[src/rtl/vwc_pkg.sv]
package vwc_pkg;
  typedef enum logic [1:0] {
    MODE_RAW  = 2'd0,
    MODE_YC16 = 2'd1,
    MODE_YC8  = 2'd2,
    MODE_YC8B = 2'd3
  } vmode_e;

  typedef struct packed {
    logic       inv;
    vmode_e     mode;
    logic       swap;
    logic [3:0] sel;
  } fmt_t;

  localparam logic [2:0] ADDR_POL  = 3'd0;
  localparam logic [2:0] ADDR_FMT  = 3'd1;
  localparam logic [2:0] ADDR_HSTA = 3'd2;
  localparam logic [2:0] ADDR_HLEN = 3'd3;
  localparam logic [2:0] ADDR_VSTA = 3'd4;
  localparam logic [2:0] ADDR_VLEN = 3'd5;
endpackage

[src/rtl/vwc_sync_norm.sv]
module vwc_sync_norm #(
  parameter int DW = 16
) (
  input  logic          clk,
  input  logic          rst_n,
  input  logic          hd_in,
  input  logic          vd_in,
  input  logic [DW-1:0] pix_in,
  input  logic          hd_neg,
  input  logic          vd_neg,
  output logic [DW-1:0] pix_s,
  output logic          hd_rise,
  output logic          vd_rise
);
  logic hd_s, vd_s, hd_q, vd_q;

  always_ff @(posedge clk or negedge rst_n) begin
    if (!rst_n) begin
      pix_s <= '0;
      hd_s  <= 1'b0;
      vd_s  <= 1'b0;
      hd_q  <= 1'b0;
      vd_q  <= 1'b0;
    end else begin
      pix_s <= pix_in;
      hd_s  <= hd_in ^ hd_neg;
      vd_s  <= vd_in ^ vd_neg;
      hd_q  <= hd_s;
      vd_q  <= vd_s;
    end
  end

  assign hd_rise = hd_s & ~hd_q;
  assign vd_rise = vd_s & ~vd_q;

  // a normalized edge is a single-cycle event
  a_r1_hd_single: assert property (@(posedge clk) disable iff (!rst_n)
    hd_rise |=> !hd_rise);
  a_r1_vd_single: assert property (@(posedge clk) disable iff (!rst_n)
    vd_rise |=> !vd_rise);
endmodule

[src/rtl/vwc_cfg.sv]
module vwc_cfg
  import vwc_pkg::*;
#(
  parameter int CW      = 15,
  parameter int SEL_MAX = 8
) (
  input  logic          clk,
  input  logic          rst_n,
  input  logic          cfg_wr,
  input  logic [2:0]    cfg_addr,
  input  logic [CW-1:0] cfg_wdata,
  input  logic          vd_rise,
  output logic          hd_neg,
  output logic          vd_neg,
  output fmt_t          eff_fmt,
  output logic [CW-1:0] eff_hsta,
  output logic [CW-1:0] eff_hlen,
  output logic [CW-1:0] eff_vsta,
  output logic [CW-1:0] eff_vlen,
  output logic          cfg_err
);
  fmt_t          stg_fmt, shd_fmt;
  logic [CW-1:0] stg_hsta, stg_hlen, stg_vsta, stg_vlen;
  logic [CW-1:0] shd_hsta, shd_hlen, shd_vsta, shd_vlen;
  logic          stg_bad;

  function automatic fmt_t decode_fmt(input logic [CW-1:0] w);
    fmt_t f;
    f.inv  = w[0];
    f.mode = vmode_e'(w[2:1]);
    f.swap = w[3];
    f.sel  = w[7:4];
    return f;
  endfunction

  always_ff @(posedge clk or negedge rst_n) begin
    if (!rst_n) begin
      hd_neg   <= 1'b0;
      vd_neg   <= 1'b0;
      stg_fmt  <= '0;
      stg_hsta <= '0;
      stg_hlen <= '0;
      stg_vsta <= '0;
      stg_vlen <= '0;
    end else if (cfg_wr) begin
      case (cfg_addr)
        ADDR_POL:  begin hd_neg <= cfg_wdata[0]; vd_neg <= cfg_wdata[1]; end
        ADDR_FMT:  stg_fmt  <= decode_fmt(cfg_wdata);
        ADDR_HSTA: stg_hsta <= cfg_wdata;
        ADDR_HLEN: stg_hlen <= cfg_wdata;
        ADDR_VSTA: stg_vsta <= cfg_wdata;
        ADDR_VLEN: stg_vlen <= cfg_wdata;
        default:   ;
      endcase
    end
  end

  always_ff @(posedge clk or negedge rst_n) begin
    if (!rst_n) begin
      shd_fmt  <= '0;
      shd_hsta <= '0;
      shd_hlen <= '0;
      shd_vsta <= '0;
      shd_vlen <= '0;
    end else if (vd_rise) begin
      shd_fmt  <= stg_fmt;
      shd_hsta <= stg_hsta;
      shd_hlen <= stg_hlen;
      shd_vsta <= stg_vsta;
      shd_vlen <= stg_vlen;
    end
  end

  // the edge cycle itself already uses the staged values
  assign eff_fmt  = vd_rise ? stg_fmt  : shd_fmt;
  assign eff_hsta = vd_rise ? stg_hsta : shd_hsta;
  assign eff_hlen = vd_rise ? stg_hlen : shd_hlen;
  assign eff_vsta = vd_rise ? stg_vsta : shd_vsta;
  assign eff_vlen = vd_rise ? stg_vlen : shd_vlen;

  assign stg_bad = (stg_fmt.mode == MODE_RAW) && (int'(stg_fmt.sel) > SEL_MAX);

  always_ff @(posedge clk or negedge rst_n) begin
    if (!rst_n)                  cfg_err <= 1'b0;
    else if (vd_rise && stg_bad) cfg_err <= 1'b1;
  end

  // shadow copy moves only on a vertical edge
  a_r5_shadow_hold: assert property (@(posedge clk) disable iff (!rst_n)
    !vd_rise |=> $stable(shd_hsta) && $stable(shd_hlen) && $stable(shd_vsta)
                 && $stable(shd_vlen) && $stable(shd_fmt));
  // error flag is sticky
  a_r7_err_sticky: assert property (@(posedge clk) disable iff (!rst_n)
    cfg_err |=> cfg_err);
endmodule

[src/rtl/vwc_window.sv]
module vwc_window #(
  parameter int CW = 15
) (
  input  logic          clk,
  input  logic          rst_n,
  input  logic          hd_rise,
  input  logic          vd_rise,
  input  logic [CW-1:0] hsta,
  input  logic [CW-1:0] hlen,
  input  logic [CW-1:0] vsta,
  input  logic [CW-1:0] vlen,
  output logic          h_hit,
  output logic          v_hit,
  output logic          h_first,
  output logic          v_first
);
  localparam int NW = CW + 1;
  localparam logic [NW-1:0] CNT_TOP  = '1;
  localparam logic [NW-1:0] LINE_SAT = CNT_TOP - NW'(1);

  logic [NW-1:0] pcnt_q, pcur, lcnt_q, lcur;

  function automatic logic in_span(input logic [NW-1:0] c,
                                   input logic [CW-1:0] start,
                                   input logic [CW-1:0] len);
    logic [NW-1:0] last;
    last = NW'(start) + NW'(len);
    return (c >= NW'(start)) && (c <= last);
  endfunction

  always_comb begin
    if (hd_rise)              pcur = '0;
    else if (pcnt_q == CNT_TOP) pcur = pcnt_q;
    else                      pcur = pcnt_q + NW'(1);
  end

  // all-ones line count means "no line opened since the frame edge"
  always_comb begin
    if (vd_rise)               lcur = hd_rise ? '0 : CNT_TOP;
    else if (!hd_rise)         lcur = lcnt_q;
    else if (lcnt_q == LINE_SAT) lcur = lcnt_q;
    else                       lcur = lcnt_q + NW'(1);
  end

  always_ff @(posedge clk or negedge rst_n) begin
    if (!rst_n) begin
      pcnt_q <= CNT_TOP;
      lcnt_q <= CNT_TOP;
    end else begin
      pcnt_q <= pcur;
      lcnt_q <= lcur;
    end
  end

  assign h_hit   = in_span(pcur, hsta, hlen);
  assign v_hit   = (lcur != CNT_TOP) && in_span(lcur, vsta, vlen);
  assign h_first = (pcur == NW'(hsta));
  assign v_first = (lcur == NW'(vsta));

  // the first-pixel cycle cannot repeat on the next cycle
  a_r3_first_once: assert property (@(posedge clk) disable iff (!rst_n)
    h_first |=> !h_first);
  // the line count only moves on a sync edge
  a_r4_line_steady: assert property (@(posedge clk) disable iff (!rst_n)
    !hd_rise && !vd_rise |-> lcur == lcnt_q);
endmodule

[src/rtl/vwc_datapath.sv]
module vwc_datapath
  import vwc_pkg::*;
#(
  parameter int DW = 16,
  parameter int OW = 12
) (
  input  logic [DW-1:0] pix_s,
  input  fmt_t          fmt,
  output logic [DW-1:0] pix_fmt
);
  localparam int SHIFT   = DW - OW;
  localparam int SEL_MAX = 2 * SHIFT;
  localparam int HALF    = DW / 2;

  // code k: output bit i takes input bit i + SHIFT - k, zero below bit 0
  function automatic logic [OW-1:0] raw_pick(input logic [DW-1:0] d,
                                             input logic [3:0]    sel);
    logic [OW-1:0] r;
    r = '0;
    if (int'(sel) <= SEL_MAX) begin
      for (int i = 0; i < OW; i++) begin
        int src;
        src = i + SHIFT - int'(sel);
        if (src >= 0) r[i] = d[src];
      end
    end
    return r;
  endfunction

  function automatic logic [DW-1:0] byte_swap(input logic [DW-1:0] d);
    return {d[HALF-1:0], d[DW-1:HALF]};
  endfunction

  logic [DW-1:0] pol_d;

  assign pol_d = fmt.inv ? ~pix_s : pix_s;

  always_comb begin
    case (fmt.mode)
      MODE_RAW:  pix_fmt = {{SHIFT{1'b0}}, raw_pick(pol_d, fmt.sel)};
      MODE_YC16: pix_fmt = fmt.swap ? byte_swap(pol_d) : pol_d;
      default:   pix_fmt = pol_d;
    endcase
  end
endmodule

[src/rtl/vid_window_cond.sv]
module vid_window_cond
  import vwc_pkg::*;
#(
  parameter int DW = 16,
  parameter int OW = 12,
  parameter int CW = 15
) (
  input  logic          clk,
  input  logic          rst_n,
  input  logic          cfg_wr,
  input  logic [2:0]    cfg_addr,
  input  logic [CW-1:0] cfg_wdata,
  input  logic          hd_in,
  input  logic          vd_in,
  input  logic [DW-1:0] pix_in,
  output logic [DW-1:0] pix_out,
  output logic          pix_vld,
  output logic          line_start,
  output logic          frame_start,
  output logic          cfg_err
);
  localparam int SEL_MAX = 2 * (DW - OW);

  logic          hd_neg, vd_neg, hd_rise, vd_rise;
  logic [DW-1:0] pix_s, pix_fmt;
  fmt_t          eff_fmt;
  logic [CW-1:0] eff_hsta, eff_hlen, eff_vsta, eff_vlen;
  logic          h_hit, v_hit, h_first, v_first;
  logic          win_hit, raw_q;

  vwc_sync_norm #(.DW(DW)) u_sync (
    .clk(clk), .rst_n(rst_n), .hd_in(hd_in), .vd_in(vd_in), .pix_in(pix_in),
    .hd_neg(hd_neg), .vd_neg(vd_neg), .pix_s(pix_s),
    .hd_rise(hd_rise), .vd_rise(vd_rise));

  vwc_cfg #(.CW(CW), .SEL_MAX(SEL_MAX)) u_cfg (
    .clk(clk), .rst_n(rst_n), .cfg_wr(cfg_wr), .cfg_addr(cfg_addr),
    .cfg_wdata(cfg_wdata), .vd_rise(vd_rise), .hd_neg(hd_neg), .vd_neg(vd_neg),
    .eff_fmt(eff_fmt), .eff_hsta(eff_hsta), .eff_hlen(eff_hlen),
    .eff_vsta(eff_vsta), .eff_vlen(eff_vlen), .cfg_err(cfg_err));

  vwc_window #(.CW(CW)) u_win (
    .clk(clk), .rst_n(rst_n), .hd_rise(hd_rise), .vd_rise(vd_rise),
    .hsta(eff_hsta), .hlen(eff_hlen), .vsta(eff_vsta), .vlen(eff_vlen),
    .h_hit(h_hit), .v_hit(v_hit), .h_first(h_first), .v_first(v_first));

  vwc_datapath #(.DW(DW), .OW(OW)) u_dp (
    .pix_s(pix_s), .fmt(eff_fmt), .pix_fmt(pix_fmt));

  assign win_hit = h_hit & v_hit;

  always_ff @(posedge clk or negedge rst_n) begin
    if (!rst_n) begin
      pix_out     <= '0;
      pix_vld     <= 1'b0;
      line_start  <= 1'b0;
      frame_start <= 1'b0;
      raw_q       <= 1'b0;
    end else begin
      pix_out     <= pix_fmt;
      pix_vld     <= win_hit;
      line_start  <= win_hit & h_first;
      frame_start <= win_hit & h_first & v_first;
      raw_q       <= (eff_fmt.mode == MODE_RAW);
    end
  end

  // markers only accompany valid pixels
  a_r10_line_mark: assert property (@(posedge clk) disable iff (!rst_n)
    line_start |-> pix_vld);
  a_r10_frame_mark: assert property (@(posedge clk) disable iff (!rst_n)
    frame_start |-> line_start);
  // raw output leaves the upper bits clear
  a_r6_raw_upper: assert property (@(posedge clk) disable iff (!rst_n)
    raw_q |-> pix_out[DW-1:OW] == '0);
endmodule

[config.mk]
export PLATFORM = sky130hd
export DESIGN_NAME = vid_window_cond
export DESIGN_NICKNAME = d
export VERILOG_FILES = /design/src/rtl/vwc_pkg.sv /design/src/rtl/vwc_sync_norm.sv /design/src/rtl/vwc_cfg.sv /design/src/rtl/vwc_window.sv /design/src/rtl/vwc_datapath.sv /design/src/rtl/vid_window_cond.sv
export SDC_FILE = /design/constraint.sdc
export NUM_CORES = 1
export LEC_CHECK = 0
export ABC_AREA = 1
export BUFFER_PORTS_ARGS = -buffer_cell sky130_fd_sc_hd__buf_2
export CAP_MARGIN = 5
export CORE_MARGIN = 1
export CORE_UTILIZATION = 40
export DETAILED_ROUTE_END_ITERATION = 6
export GPL_TIMING_DRIVEN = 0
export PLACE_DENSITY = 0.62
export SYNTH_ARGS = -nofsm -noshare
export SYNTH_HDL_FRONTEND = slang
export SYNTH_SLANG_ARGS = --single-unit
[constraint.sdc]
create_clock -name clk -period 5.67 [get_ports clk]
set_input_delay 1.134 -clock clk [delete_from_list [all_inputs] [get_ports clk]]
set_output_delay 1.134 -clock clk [all_outputs]
set_load 0.03 [all_outputs]
=== Yosys cells after proc, flatten, opt, wreduce, memory -nomap -nowiden ===
Index checks and enable logic that the tools add are counted.

* $lt $le $gt $ge: 30
* Bitwise gates (word level): 10
* Reduce and logical (&&, ||, !) cells: 14
* Mux-type cells: 63
* Div/mod/pow operators: 0
* Equal/unequal tests: 11
* Add/subtract/negate cells: 16
* Multiply operators: 0
* Shift operators: 0

{| class="wikitable"
|+ Operators by type and width
! kind !! count
|-
| 32-bit by 1-bit >= comparator with 1-bit output (second input constant) || 12
|-
| 32-bit by 6-bit less-than comparator with 1-bit output (second input constant) || 12
|-
| 16-bit two-way mux || 8
|-
| 15-bit two-way mux || 4
|-
| 1-bit binary-select mux with 4-bit select || 12
|-
| 4-bit by 4-bit subtractor with 5-bit output (first input constant) || 8
|-
| 1-bit two-way mux || 36
|-
| 15-bit by 15-bit adder with 16-bit output || 2
|-
| 16-bit by 1-bit adder with 16-bit output (second input constant) || 2
|-
| 16-bit by 15-bit equality test with 1-bit output || 2
|-
| 16-bit equality test (second input constant) || 2
|-
| 16-bit by 15-bit >= comparator with 1-bit output || 2
|-
| 16-bit less-or-equal comparator || 2
|-
| 16-bit one-hot mux with 2 select lines || 1
|-
| 3-bit by 4-bit subtractor with 5-bit output (first input constant) || 4
|-
| 16-bit inequality test (second input constant) || 1
|-
| 16-bit inverter || 1
|-
| 12-bit two-way mux || 1
|-
| 2-bit AND reduction || 6
|-
| 8-bit two-way mux || 1
|-
| 3-bit by 2-bit equality test with 1-bit output (second input constant) || 2
|-
| 3-bit equality test (second input constant) || 2
|-
| 1-bit AND || 5
|-
| 1-bit logical AND || 5
|-
| 8 further kinds || 11
|}

* Output and inout port bits: 20
* ROM bits: 0
* Flip-flop bits (word level): 210
* Latch bits: 0
* RAM bits: 0
* Memories: 0
* Logic and storage cells: 174
* Bits of input ports: 39

=== Longest topological paths before layout ===
Gate-level depths: netlist of run 1.

* Word-level depth: 10
* Mapped depth: 35

=== Hierarchy ===
From an unflattened synthesis of run 1, not the netlist that was laid out.

* Cell total of the unflattened synthesis: 1,695
* Area total of the unflattened synthesis: 13,342.8 um2

{| class="wikitable"
|+ By module, submodules not included
! module !! instances !! area each (um2) !! cells an instance
|-
| vwc_cfg || 1 || 5,365.1 || 608
|-
| vwc_window || 1 || 4,898.4 || 704
|-
| vwc_datapath || 1 || 2,019.4 || 324
|-
| vwc_sync_norm || 1 || 553.0 || 34
|-
| vid_window_cond || 1 || 506.7 || 25
|}

=== Worst setup path before layout of run 1 ===
No wires, ideal clock.

* Path type: register to register
* Start: register u_sync.vd_q
* End: register frame_start
* Arrival time: 3.914 ns
* Required time: 5.598 ns
* Buffers on the path: 3
* Library setup time: 0.072 ns
* Cell stages (with the launch flop): 32
* Period minus slack after synthesis: 3.986 ns
* Path slack: 1.684 ns
* Cells stage by stage: dfrtp_1 inv_2 nand2_4 buf_6 clkbuf_1 clkbuf_1 nand2_1 o21ai_0 ha_1 a21o_1 a31oi_1 o21ai_0 nand2_1 nand2_1 nand2_1 nand2_1 nand2_1 nand2_1 xnor2_1 ha_1 a21o_1 nand3_1 a21oi_1 nor2_1 nand2_1 nand2_1 nand2_1 inv_1 nand2_1 nor2_1 nand3_1 nor2_1

* Word-level cells in the longest chain between the ends: 10

{| class="wikitable"
|+ Ends and longest elaborated chain
! what !! RTL line !! text
|-
| start, declared || vwc_sync_norm.sv:15 || <nowiki>logic hd_s, vd_s, hd_q, vd_q;</nowiki>
|-
| start signal, assigned || vwc_sync_norm.sv:29 || <nowiki>vd_q <= vd_s;</nowiki>
|-
| 1-bit inverter * || vwc_sync_norm.sv:34 || <nowiki>assign vd_rise = vd_s & ~vd_q;</nowiki>
|-
| 1-bit AND * || vwc_sync_norm.sv:34 ||
|-
| 15-bit two-way mux * || vwc_cfg.sv:78 || <nowiki>assign eff_vsta = vd_rise ? stg_vsta : shd_vsta;</nowiki>
|-
| via eff_vsta[2] || vid_window_cond.sv:27 || <nowiki>logic [CW-1:0] eff_hsta, eff_hlen, eff_vsta, eff_vlen;</nowiki>
|-
| 15-bit by 15-bit adder with 16-bit output || vwc_window.sv:27 || <nowiki>last = NW'(start) + NW'(len);</nowiki>
|-
| 16-bit less-or-equal comparator || vwc_window.sv:28 || <nowiki>return (c >= NW'(start)) && (c <= last);</nowiki>
|-
| 1-bit logical AND || vwc_window.sv:28 ||
|-
| 1-bit logical AND || vwc_window.sv:56 || <nowiki>assign v_hit = (lcur != CNT_TOP) && in_span(lcur, vsta, vlen);</nowiki>
|-
| 1-bit AND || vid_window_cond.sv:50 || <nowiki>assign win_hit = h_hit & v_hit;</nowiki>
|-
| 1-bit AND || vid_window_cond.sv:63 || <nowiki>frame_start <= win_hit & h_first & v_first;</nowiki>
|-
| 1-bit AND * || vid_window_cond.sv:63 ||
|-
| end signal, assigned || vid_window_cond.sv:63 ||
|-
| end, declared || vid_window_cond.sv:19 || <nowiki>output logic frame_start,</nowiki>
|}

Mark *: on every way through the listed nets, which the timed path passes. The rest lies on a longest branch.
A chain may end at the register's enable or synchronous reset.

=== Worst setup path after layout of run 1 ===
* Start: register u_sync.vd_s
* End: register frame_start

* Word-level cells in the longest chain between the ends: 9

{| class="wikitable"
|+ Ends and longest elaborated chain
! what !! RTL line !! text
|-
| start, declared || vwc_sync_norm.sv:15 ||
|-
| start signal, assigned || vwc_sync_norm.sv:27 || <nowiki>vd_s <= vd_in ^ vd_neg;</nowiki>
|-
| 1-bit AND * || vwc_sync_norm.sv:34 ||
|-
| 15-bit two-way mux * || vwc_cfg.sv:78 ||
|-
| via eff_vsta[2] || vid_window_cond.sv:27 ||
|-
| 15-bit by 15-bit adder with 16-bit output || vwc_window.sv:27 ||
|-
| 16-bit less-or-equal comparator || vwc_window.sv:28 ||
|-
| 1-bit logical AND || vwc_window.sv:28 ||
|-
| 1-bit logical AND || vwc_window.sv:56 ||
|-
| 1-bit AND || vid_window_cond.sv:50 ||
|-
| 1-bit AND || vid_window_cond.sv:63 ||
|-
| 1-bit AND * || vid_window_cond.sv:63 ||
|}

Marked as above.

==> results of run 1 <==
-- worst max-delay path by stage --
stage                            end  slack, ns  cells after the start
2_1_floorplan  frame_start$_DFF_PN0_       1.68                     31
3_3_place_gp    pix_out[2]$_DFF_PN0_      -0.08                      1
3_5_place_dp   frame_start$_DFF_PN0_       0.45                     31
4_1_cts        frame_start$_DFF_PN0_       0.40                     31
5_1_grt        frame_start$_DFF_PN0_       0.08                     29
6_report       frame_start$_DFF_PN0_       0.50                     30
-- worst max-delay path, delay by kind of cell, from the launching register on --
| kind | cells | cell delay (ns) |
|---|---|---|
| xor+xnor | 1 | 0.19 |
| compound gates | 6 | 1.23 |
| fa+ha+maj | 2 | 0.65 |
| buf+inv | 4 | 1.14 |
| simple gates | 17 | 1.42 |
| flops | 1 | 0.43 |
-- synthesized netlist by cell type (2+ instances only) --
cell type  number  area share [%]
dfrtp_1       178              35
nand3_1       122             4.8
nand4_1        16            0.78
nor4_1          3            0.15
xnor2_2         4            0.51
ha_1          106              10
nand2_1       469              14
or2_1           2           0.098
nor2_2          5            0.24
o21bai_1        3            0.18
buf_6           2            0.18
nand3b_1        6            0.35
or2_2          10            0.49
o31ai_1         3            0.18
a22oi_1         3            0.18
xnor2_1        19             1.3
nor2_1         82             2.4
inv_2           5            0.15
nand2_2         3            0.15
fa_1            2            0.31
xor2_1         28             1.9
o21ai_2         4            0.27
buf_2           6            0.23
a21oi_1        68             2.7
xor2_2          3            0.38
nand2_4         2            0.18
nor3_1         13            0.51
dfstp_2        32             6.6
a31oi_1         5            0.24
o211ai_1        8            0.47
o21ai_0       145             5.7
o21a_1          5            0.29
clkbuf_1       30            0.88
o21ai_1        15            0.59
a21o_1          7            0.41
inv_1         204             6.0
o211ai_2        2            0.20
-- cells by family after synthesis --
| family | after synthesis |
|---|---|
| flip-flops | 210 |
| multiplexers | 1 |
| adder cells (fa/ha/maj) | 108 |
| buffers and inverters | 250 |
| XOR/XNOR | 54 |
| AND/OR/NAND/NOR | 738 |
| AO/OA/AOI/OAI | 275 |
-- state kept, by name, indices dropped and copies added, names as in the netlist, named ones only --
name,flops
frame_start,1
line_start,1
pix_out,16
pix_vld,1
u_cfg.cfg_err,1
u_cfg.hd_neg,1
u_cfg.shd_fmt,8
u_cfg.shd_hlen,15
u_cfg.shd_hsta,15
u_cfg.shd_vlen,14
u_cfg.shd_vsta,15
u_cfg.stg_fmt,8
u_cfg.stg_hlen,15
u_cfg.stg_hsta,15
u_cfg.stg_vlen,15
u_cfg.stg_vsta,15
u_cfg.vd_neg,1
u_sync.hd_q,1
u_sync.hd_s,1
u_sync.pix_s,16
u_sync.vd_q,1
u_sync.vd_s,1
u_win.lcnt_q,16
u_win.pcnt_q,16
-- stage by stage --
step           cell area (µm²)  total power [W]  setup WS [ns]  TNS (ns)  hold slack [ns]
6_report                 14400          0.00873          0.501         0            0.373
5_1_grt                  14400          0.00957         0.0809         0            0.397
4_1_cts                  14400          0.00874          0.405         0            0.373
3_5_place_dp             13600          0.00718          0.447         0            0.359
3_3_place_gp             13600          0.00706        -0.0820    -11.93            0.361
2_1_floorplan            12800          0.00593           1.68         0            0.354
-- area by class of cell --
cell class | count | area [µm²]
Antenna cell | 1 | 2.50
Inverter | 209 | 785
Timing Repair Buffer | 59 | 328
Clock inverter | 11 | 114
Multi-Input combinational cell | 1176 | 6510
Fill cell | 3077 | 17100
Sequential cell | 210 | 5300
Buffer | 40 | 193
Tap cell | 402 | 503
Clock buffer | 32 | 661
-- power by group --
part | internal (W) | total, W | leakage (nW) | switching, W
clock | 0.000871 | 0.00150 | 0.379 | 0.000633
sequential | 0.00201 | 0.00223 | 2.56 | 0.000212
combinational | 0.00175 | 0.00500 | 4.51 | 0.00325
-- layer usage --
metal / wire (µm) / GRT usage (%) / up-vias
met1: 16400 / 30.7 / 5046
met2: 14500 / 32.1 / 280
met5: 0 / 0 / -
li1: - / - / 5481
met3: 1630 / 2.70 / 46
met4: 716 / 5.37 / 0
==> metrics, run 1 <==
Max-Cap Viols=0; Area Overhead vs Synth=12.5%; status=complete, no violations; final period utilization=91.2%; Rel. slew slack=52.7%; Ys Warns=0; GRT Resource Usage Total=20.8%; DR iter-0 viols=868; Worst Path Required=6.13 ns; DRC=0; average size of a mapped cell=7.81 µm²; Fin. Hold Viols=0; Non-Filler Instances=2140; Leakage=7.45 nW; Nets=1867; HP Start=u_sync.hd_s$_DFF_PN0_; height of the die=181 µm; multiplexer share of the synthesized area=0.0783%; grt ovf=0; crit path kind=reg2reg; I/O Buffers=58; DIE WIDTH=181 µm; Worst setup EP type=flop; critical path data arrival time=5.63 ns; post-synthesis adder-cell area fraction=10.7%; gpl congestion=0.934; Synth Register Bits=210; post-detail-place hpwl=25400 µm; Netlist cell types=53; largest stage delay on the critical path=0.50 ns; register area share after synthesis=41.4%; vias in the first global route=10.4k; DR WL/cell=15.5 µm; commonest non-fill, non-tap cell in the layout=nand2_1; Worst-Margin Slew=0.701 ns; Post-synth EDFFs=0; drt total wl=33200 µm; worst-path maximum fanout=10; asr flop ratio synth=100%; # clock sinks=210; largest net degree at the start of global routing=123; Hold EP=u_sync.hd_q$_DFF_PN0_; xor and xnor fraction of the mapped netlist area=4.11%; CP dominant cell by count=nand2_1; routed vias=10.9k; Slowest cell on crit path=clkbuf_1; Worst Clk Skew=0.0228 ns; Simple-Gate Fraction of Synth Area=24.2%; Post-CTS Repair Setup Buffers=0; Mapped Cells=1636; total CTS buffers=24; H-tree depth=1; Initial Util=40.6%; share of cells above drive strength 1=10.2%; Reg2Reg Depth=30; Reg2Reg Launch Point=u_sync.vd_s$_DFF_PN0_; Syn Nets=1783; peak supply drop=337 µV; reg2reg end=frame_start$_DFF_PN0_; antenna violations before repair=1; die area=32700 µm²; CTS root buf=clkbuf_16; deepest clock path buffer count=3; later-pin clock latency in the skew report=0.54 ns; main combinational cell family by area after synthesis=simple AND/OR/NAND/NOR gates; Max Freq=193 MHz; Reg clk slew, reported paths=0.06 ns; first-pass GRT wire length=54600 µm; final count of pins violating max slew=0; # hold bufs at CTS=0; r2r setup slk=0.50 ns; I/O pin count=59; Cells after DPL=2097; Critical Path Start Type=flop; First-pass DRT Iterations=5; most frequent cells in the layout=nand2_1, inv_1, dfrtp_1; Mapped Area=12800 µm²; post-route ant nets=0; WHS Path Cells=0; drt via density=5.07; Power Density=607 nW/µm²; Core ar.=31500 µm²; ys flop type=dfrtp_1; Final setup viols=0; CTS tree=yes; CP Launch Point=u_sync.vd_s$_DFF_PN0_; Std-Cell Rows=65; Synth Area in Compound Gates=11.8%; minimum clock period=5.17 ns; PostCTS Resize Cnt=0; RSZ-0062 raised after global routing=no; Core Util, Final=45.7%; HP Class=reg2reg
Note: power is estimated with default switching activity, not from simulation.
==> inputs of run 2 (changes only) <==
--- a/config.mk
+++ b/config.mk
@@ -10,9 +10,11 @@
 export CAP_MARGIN = 5
 export CORE_MARGIN = 1
 export CORE_UTILIZATION = 40
+export CTS_BUF_LIST = sky130_fd_sc_hd__clkbuf_2
 export DETAILED_ROUTE_END_ITERATION = 6
-export GPL_TIMING_DRIVEN = 0
+export GPL_TIMING_DRIVEN = 1
 export PLACE_DENSITY = 0.62
+export SKIP_CTS_REPAIR_TIMING = 1
 export SYNTH_ARGS = -nofsm -noshare
 export SYNTH_HDL_FRONTEND = slang
 export SYNTH_SLANG_ARGS = --single-unit
==> metrics, run 2 (same netlist as run 1, synthesis figures left out) <==
Slowest cell on crit path=nand2_4; Rel. slew slack=20.9% (-32 points); Max-Cap Viols=0 (unchanged); height of the die=181 µm (unchanged); grt ovf=0 (unchanged); dpl ws=1.25 ns (+0.800 ns); Min Hold Slack=0.360 ns (-0.0127 ns); final count of pins violating max slew=0 (unchanged); # clock sinks=210 (unchanged); first-pass GRT wire length=52300 µm (-4.2%); Worst setup EP type=flop; slack of the critical path=1.26 ns (+0.760 ns); peak supply drop=297 µV (-12%); antenna violations before repair=1 (unchanged); DRC=0 (unchanged); total CTS buffers=54 (+130%); Fin. Hold Viols=0 (unchanged); CTS tree=yes; Layout fillers=3185 (+3.5%); Nets=1867 (unchanged); largest net degree at the start of global routing=125 (+1.6%); routed vias=10.8k (-0.43%); drt via density=5.00 (-1.4%); Total Negative Setup Slacks=0 ns (unchanged); vias in the first global route=10.2k (-2.5%); crit path kind=reg2reg; CTS root buf=clkbuf_2; RSZ-0062 raised after global routing=no; Power Density=585 nW/µm² (-3.6%); Worst Path Required=6.46 ns (+0.33 ns); Critical Path Start Type=flop; HP Class=in2async; DR WL/cell=14.8 µm (-4.9%); minimum clock period=4.41 ns (-0.760 ns); later-pin clock latency in the skew report=0.85 ns (+0.31 ns); Worst-Margin Slew=1.18 ns (+0.482 ns); drt total wl=31900 µm (-4.0%); Initial Util=40.6% (unchanged); I/O pin count=59 (unchanged); Final setup viols=0 (unchanged); final period utilization=77.8% (-13 points); largest stage delay on the critical path=0.51 ns (about the same); CP dominant cell by count=nand2_1; final instance area=13900 µm² (-3.1%); Area Overhead vs Synth=9.01%; gpl congestion=0.881 (-5.6%); DIE WIDTH=181 µm (unchanged); worst-path maximum fanout=64 (+54); I/O Buffers=58 (unchanged); status=complete, no violations; post-route ant nets=0 (unchanged); Core ar.=31500 µm² (unchanged); DR iter-0 viols=837 (-3.6%); Worst Clk Skew=0.0423 ns (+0.0195 ns); most frequent cells in the layout=nand2_1, inv_1, dfrtp_1; commonest non-fill, non-tap cell in the layout=nand2_1; die area=32700 µm² (unchanged); Reg clk slew, reported paths=0.10 ns (+0.04 ns); H-tree depth=2 (+1); share of cells above drive strength 1=12.8% (+2.6 points); Std-Cell Rows=65 (unchanged); GRT Resource Usage Total=19.9% (-0.95 points); Leakage=7.38 nW (-0.84%); Max Freq=227 MHz (+17%); First-pass DRT Iterations=5 (unchanged); critical path data arrival time=5.20 ns (-0.43 ns); area post-placement=13500 µm² (-1.0%); deepest clock path buffer count=3 (unchanged); post-detail-place hpwl=23800 µm (-6.5%)
## run 2: changes by cell type in the layout (fill, tap and decap cells not counted), moves of 2 or more
cell | before | now
buf_2 | 63 | 57
buf_4 | 1 | 11
buf_6 | 2 | 0
clkbuf_1 | 34 | 0
clkbuf_16 | 24 | 0
clkbuf_2 | 0 | 78
clkbuf_8 | 3 | 0
clkinv_1 | 1 | 9
clkinv_2 | 5 | 3
## run 2: path summary, 6_finish.rpt
check,startpoint,endpoint,slack (ns),depth (start not counted)
setup / recovery,u_sync.vd_q$_DFF_PN0_,frame_start$_DFF_PN0_,1.26,32
max in group asynchronous,rst_n,pix_out[2]$_DFF_PN0_,4.10,2
setup reg to reg,u_sync.vd_q$_DFF_PN0_,frame_start$_DFF_PN0_,1.26,32
hold reg to reg,u_sync.hd_s$_DFF_PN0_,u_sync.hd_q$_DFF_PN0_,0.40,0
hold / removal,rst_n,u_cfg.shd_hsta[11]$_DFF_PN0_,0.36,1
min in group clk,u_sync.hd_s$_DFF_PN0_,u_sync.hd_q$_DFF_PN0_,0.40,0
## run 2: critical path: cells and delay by family, from the launching register on
family,cells,cell delay [ns]
buffers and inverters,4,0.64
adder cells (fa/ha/maj),3,0.58
AND/OR/NAND/NOR,22,2.27
flip-flops,1,0.42
AO/OA/AOI/OAI,3,0.45
## run 2: layout make-up
type,instances,area [µm²],area share [%]
sequential,210,5300,38.0
clock inverter,15,68.8,0.494
tap,402,503,3.61
antenna,1,2.50,0.0180
clock buffer,78,390,2.80
timing repair buffer,69,383,2.75
multi-input combinational,1176,6510,46.7
inverter,209,785,5.63
## run 2: power by group
group	switching [W]	total, W	internal [W]
Clock	0.000619	0.000989	0.000370
Sequential	0.000213	0.00222	0.00201
Combinational	0.00321	0.00494	0.00174
## run 2: per-stage QoR
step | power, W | util [%] | cells
finish | 0.00815 | 44.3 | 2160
global route | 0.00902 | 44.3 | 2160
CTS | 0.00819 | 44.3 | 2159
detailed placement | 0.00714 | 42.8 | 2066
global placement | 0.00704 | 42.8 | 2066
floorplan | 0.00593 | - | 1636
## run 2: layer usage
layer	global-route usage, %	wire [µm]	vias up
li1	-	-	5503
met1	29.2	16200	5023
met2	29.8	13500	231
met3	3.33	1440	49
met4	6.12	728	0
met5	0	0	-
==> inputs of run 3 (changes only) <==
--- a/config.mk
+++ b/config.mk
@@ -5,7 +5,7 @@
 export SDC_FILE = /design/constraint.sdc
 export NUM_CORES = 1
 export LEC_CHECK = 0
-export ABC_AREA = 1
+export ABC_AREA = 0
 export BUFFER_PORTS_ARGS = -buffer_cell sky130_fd_sc_hd__buf_2
 export CAP_MARGIN = 5
 export CORE_MARGIN = 1
@@ -13,7 +13,7 @@
 export CTS_BUF_LIST = sky130_fd_sc_hd__clkbuf_2
 export DETAILED_ROUTE_END_ITERATION = 6
 export GPL_TIMING_DRIVEN = 1
-export PLACE_DENSITY = 0.62
+export PLACE_DENSITY = 0.64
 export SKIP_CTS_REPAIR_TIMING = 1
 export SYNTH_ARGS = -nofsm -noshare
 export SYNTH_HDL_FRONTEND = slang
==> constraint.sdc (replaced) <==
create_clock -name clk -period 3.9 [get_ports clk]
set_input_delay 0.78 -clock clk [delete_from_list [all_inputs] [get_ports clk]]
set_output_delay 0.78 -clock clk [all_outputs]
set_load 0.03 [all_outputs]
==> metrics, run 3 <==
Worst Clk Skew=0.120 ns (+0.0773 ns); routed wire length on met2=13900 µm (+2.5%); top cells by count, synth=nand2_1, dfrtp_1, ha_1; CTS tree=yes; GRT Resource Usage Total=19.5% (-0.43 points); die area=32000 µm² (-2.1%); first-pass GRT wire length=49600 µm (-5.0%); routed vias=9877 (-8.6%); met3 wire len=1390 µm (-3.3%); Worst setup EP type=flop; drt via density=5.33 (+6.5%); dpl ws=-0.294 ns (-1.54 ns); post-detail-place hpwl=22200 µm (-6.5%); minimum clock period=4.23 ns (-0.176 ns); worst-path cell chain=nand2b_4 -> buf_12 -> nand2_1 -> nand2_1 -> ha_2 -> a211oi_2 -> nor2_1 -> or4_4 -> a41o_1 -> o211ai_1 -> o21ai_1 -> xnor2_1 -> ha_1 -> nand4_1 -> or3_1 -> a41o_1 -> nand4_1 -> buf_4 -> nor2_1; DR WL/cell=16.3 µm (+10%); crit path kind=reg2reg; Leakage=7.03 nW (-4.8%); Worst Path Required=4.55 ns (-1.91 ns); worst-path maximum fanout=14 (-78%); height of the die=179 µm (-1.0%); CTS root buf=clkbuf_2; register area share after synthesis=42.3% (+0.89 points); slack of the critical path=-0.333 ns (-1.59 ns); Fin. Hold Viols=0 (unchanged); Nets=1558 (-17%); post-route ant nets=0 (unchanged); DRC=0 (unchanged); H-tree depth=2 (unchanged); most frequent cells in the layout=nand2_1, dfrtp_1, ha_1; share of cells above drive strength 1=28.9% (+16 points); average size of a mapped cell=10.3 µm² (+31%); Synth area leader=dfrtp_1; Top Metal Used=met4; total CTS buffers=58 (+7.4%); ys flop type=dfrtp_1; Reg clk slew, reported paths=0.10 ns (about the same); First-pass DRT Iterations=5 (unchanged); RSZ-0062 raised after global routing=yes; final count of pins violating max slew=0 (unchanged); Syn Nets=1365 (-23%); Max Freq=236 MHz (+4.2%); library cell with the highest instance count after synthesis=nand2_1; DR iter-0 viols=490 (-41%); gpl congestion=0.865 (-1.9%); # clock sinks=210 (unchanged); failing checks=setup timing; Worst-Margin Slew=1.20 ns (+0.0207 ns); Area Overhead vs Synth=18.2%; I/O Buffers=58 (unchanged); Post-synth EDFFs=0 (unchanged); HP Class=in2reg; drt total wl=30100 µm (-5.6%); Core ar.=30700 µm² (-2.6%); Synth Register Bits=210 (unchanged); Core Util, Final=48.2% (+4.0 points); Std-Cell Rows=64 (-1.5%); Initial Util=40.8% (+0.19 points); deepest clock path buffer count=3 (unchanged); M1 wire length=14200 µm (-12%); WP buf/inv=2 (-2); antenna violations before repair=1 (unchanged); Slowest cell on crit path=or4_4; grt ovf=0 (unchanged); Final setup viols=3 (+3); peak supply drop=539 µV (+81%); I/O pin count=59 (unchanged); Min Hold Slack=0.0704 ns (-0.290 ns); Ys Warns=0 (unchanged); Netlist cell types=70 (+32%); Max-Cap Viols=0 (unchanged); largest stage delay on the critical path=0.43 ns (-0.08 ns); Mapped Cells=1218 (-26%); Power Density=913 nW/µm² (+56%); Layout fillers=2825 (-11%); largest net degree at the start of global routing=93 (-26%); final period utilization=109% (+31 points); DIE WIDTH=179 µm (-1.0%); Critical Path Start Type=flop; CP top delay family=simple AND/OR/NAND/NOR gates; status=finished with violations; commonest non-fill, non-tap cell in the layout=nand2_1; Mapped Area=12500 µm² (-2.1%); asr flop ratio synth=100% (unchanged); later-pin clock latency in the skew report=0.88 ns (+0.03 ns); top cell type's share of synthesized area=35.6% (+0.75 points); Rel. slew slack=19.2% (-1.7 points); vias in the first global route=9718 (-4.3%); critical path data arrival time=4.89 ns (-0.31 ns); Synth area leaders=dfrtp_1, ha_1, dfstp_2
run 3: changes by cell type in the layout (fill, tap and decap cells not counted), moves of 16 or more:
cell and delta:
nand3_1 -98, mux2_2 +71, mux2i_1 +18, o21ai_0 -118
a21o_1 +16, mux4_2 +20, nand2_1 -257, buf_4 +88
nor2_1 -28, inv_1 -159, xnor2_1 +23
run 3: path summary, 6_finish.rpt:
kind | start | end | slack (ns) | depth (start not counted)
max in group asynchronous | rst_n | u_win.pcnt_q[0]$_DFF_PN1_ | 2.53 | 3
min | pix_in[12] | u_sync.pix_s[12]$_DFF_PN0_ | 0.07 | 1
max | u_sync.vd_q$_DFF_PN0_ | pix_vld$_DFF_PN0_ | -0.33 | 19
max reg2reg | u_sync.vd_q$_DFF_PN0_ | pix_vld$_DFF_PN0_ | -0.33 | 19
min in group asynchronous | rst_n | u_cfg.shd_vsta[4]$_DFF_PN0_ | 0.41 | 2
min reg2reg | u_sync.hd_s$_DFF_PN0_ | u_sync.hd_q$_DFF_PN0_ | 0.42 | 0
run 3: cell families after synthesis:
kind of cell | after synthesis | synth area share (%)
flip-flops | 210 | 42.3
multiplexers | 117 | 12.6
adder cells (fa/ha/maj) | 108 | 10.9
AND/OR/NAND/NOR | 396 | 14.4
buffers and inverters | 96 | 3.21
AO/OA/AOI/OAI | 227 | 12.1
XOR/XNOR | 64 | 4.48
run 3: power by group:
part           switching (W)  total (W)  internal [W]
clock network       0.000938    0.00161      0.000670
logic                0.00456    0.00856       0.00399
registers           0.000390    0.00334       0.00295
run 3: worst reg2reg max path: stages (launching register included):
cell	delay (ns)
dfrtp_1	0.41
nand2b_4	0.18
buf_12	0.15
nand2_1	0.08
nand2_1	0.07
ha_2	0.21
a211oi_2	0.22
nor2_1	0.10
or4_4	0.43
a41o_1	0.29
o211ai_1	0.23
o21ai_1	0.12
xnor2_1	0.14
ha_1	0.30
nand4_1	0.15
or3_1	0.40
a41o_1	0.29
nand4_1	0.15
buf_4	0.14
nor2_1	0.03
run 3: metrics by stage:
stage          total power (W)  cells  cell area (µm²)  TNS (ns)
2_1_floorplan          0.00933   1218            12700    -0.846
5_1_grt                 0.0148   1853            14800     -1.72
3_5_place_dp            0.0118   1728            14000    -0.789
6_report                0.0135   1853            14800    -0.994
4_1_cts                 0.0135   1833            14600    -0.897
3_3_place_gp            0.0116   1728            14000    -0.410
run 3: area by class of cell:
class                      count  area [µm²]  share of cell area, %
sequential                   210        5300                   35.8
multi-input combinational    912        6960                   47.0
timing repair buffer         178        1310                   8.87
clock inverter                18         106                  0.719
clock buffer                  87         435                   2.94
inverter                      51         191                   1.29
antenna                        1        2.50                 0.0169
tap                          396         495                   3.35
run 3: per-layer routing:
layer	vias up	track usage, %
li1	4832	-
met1	4742	27.0
met2	241	30.8
met3	62	3.46
met4	0	5.83
met5	-	0
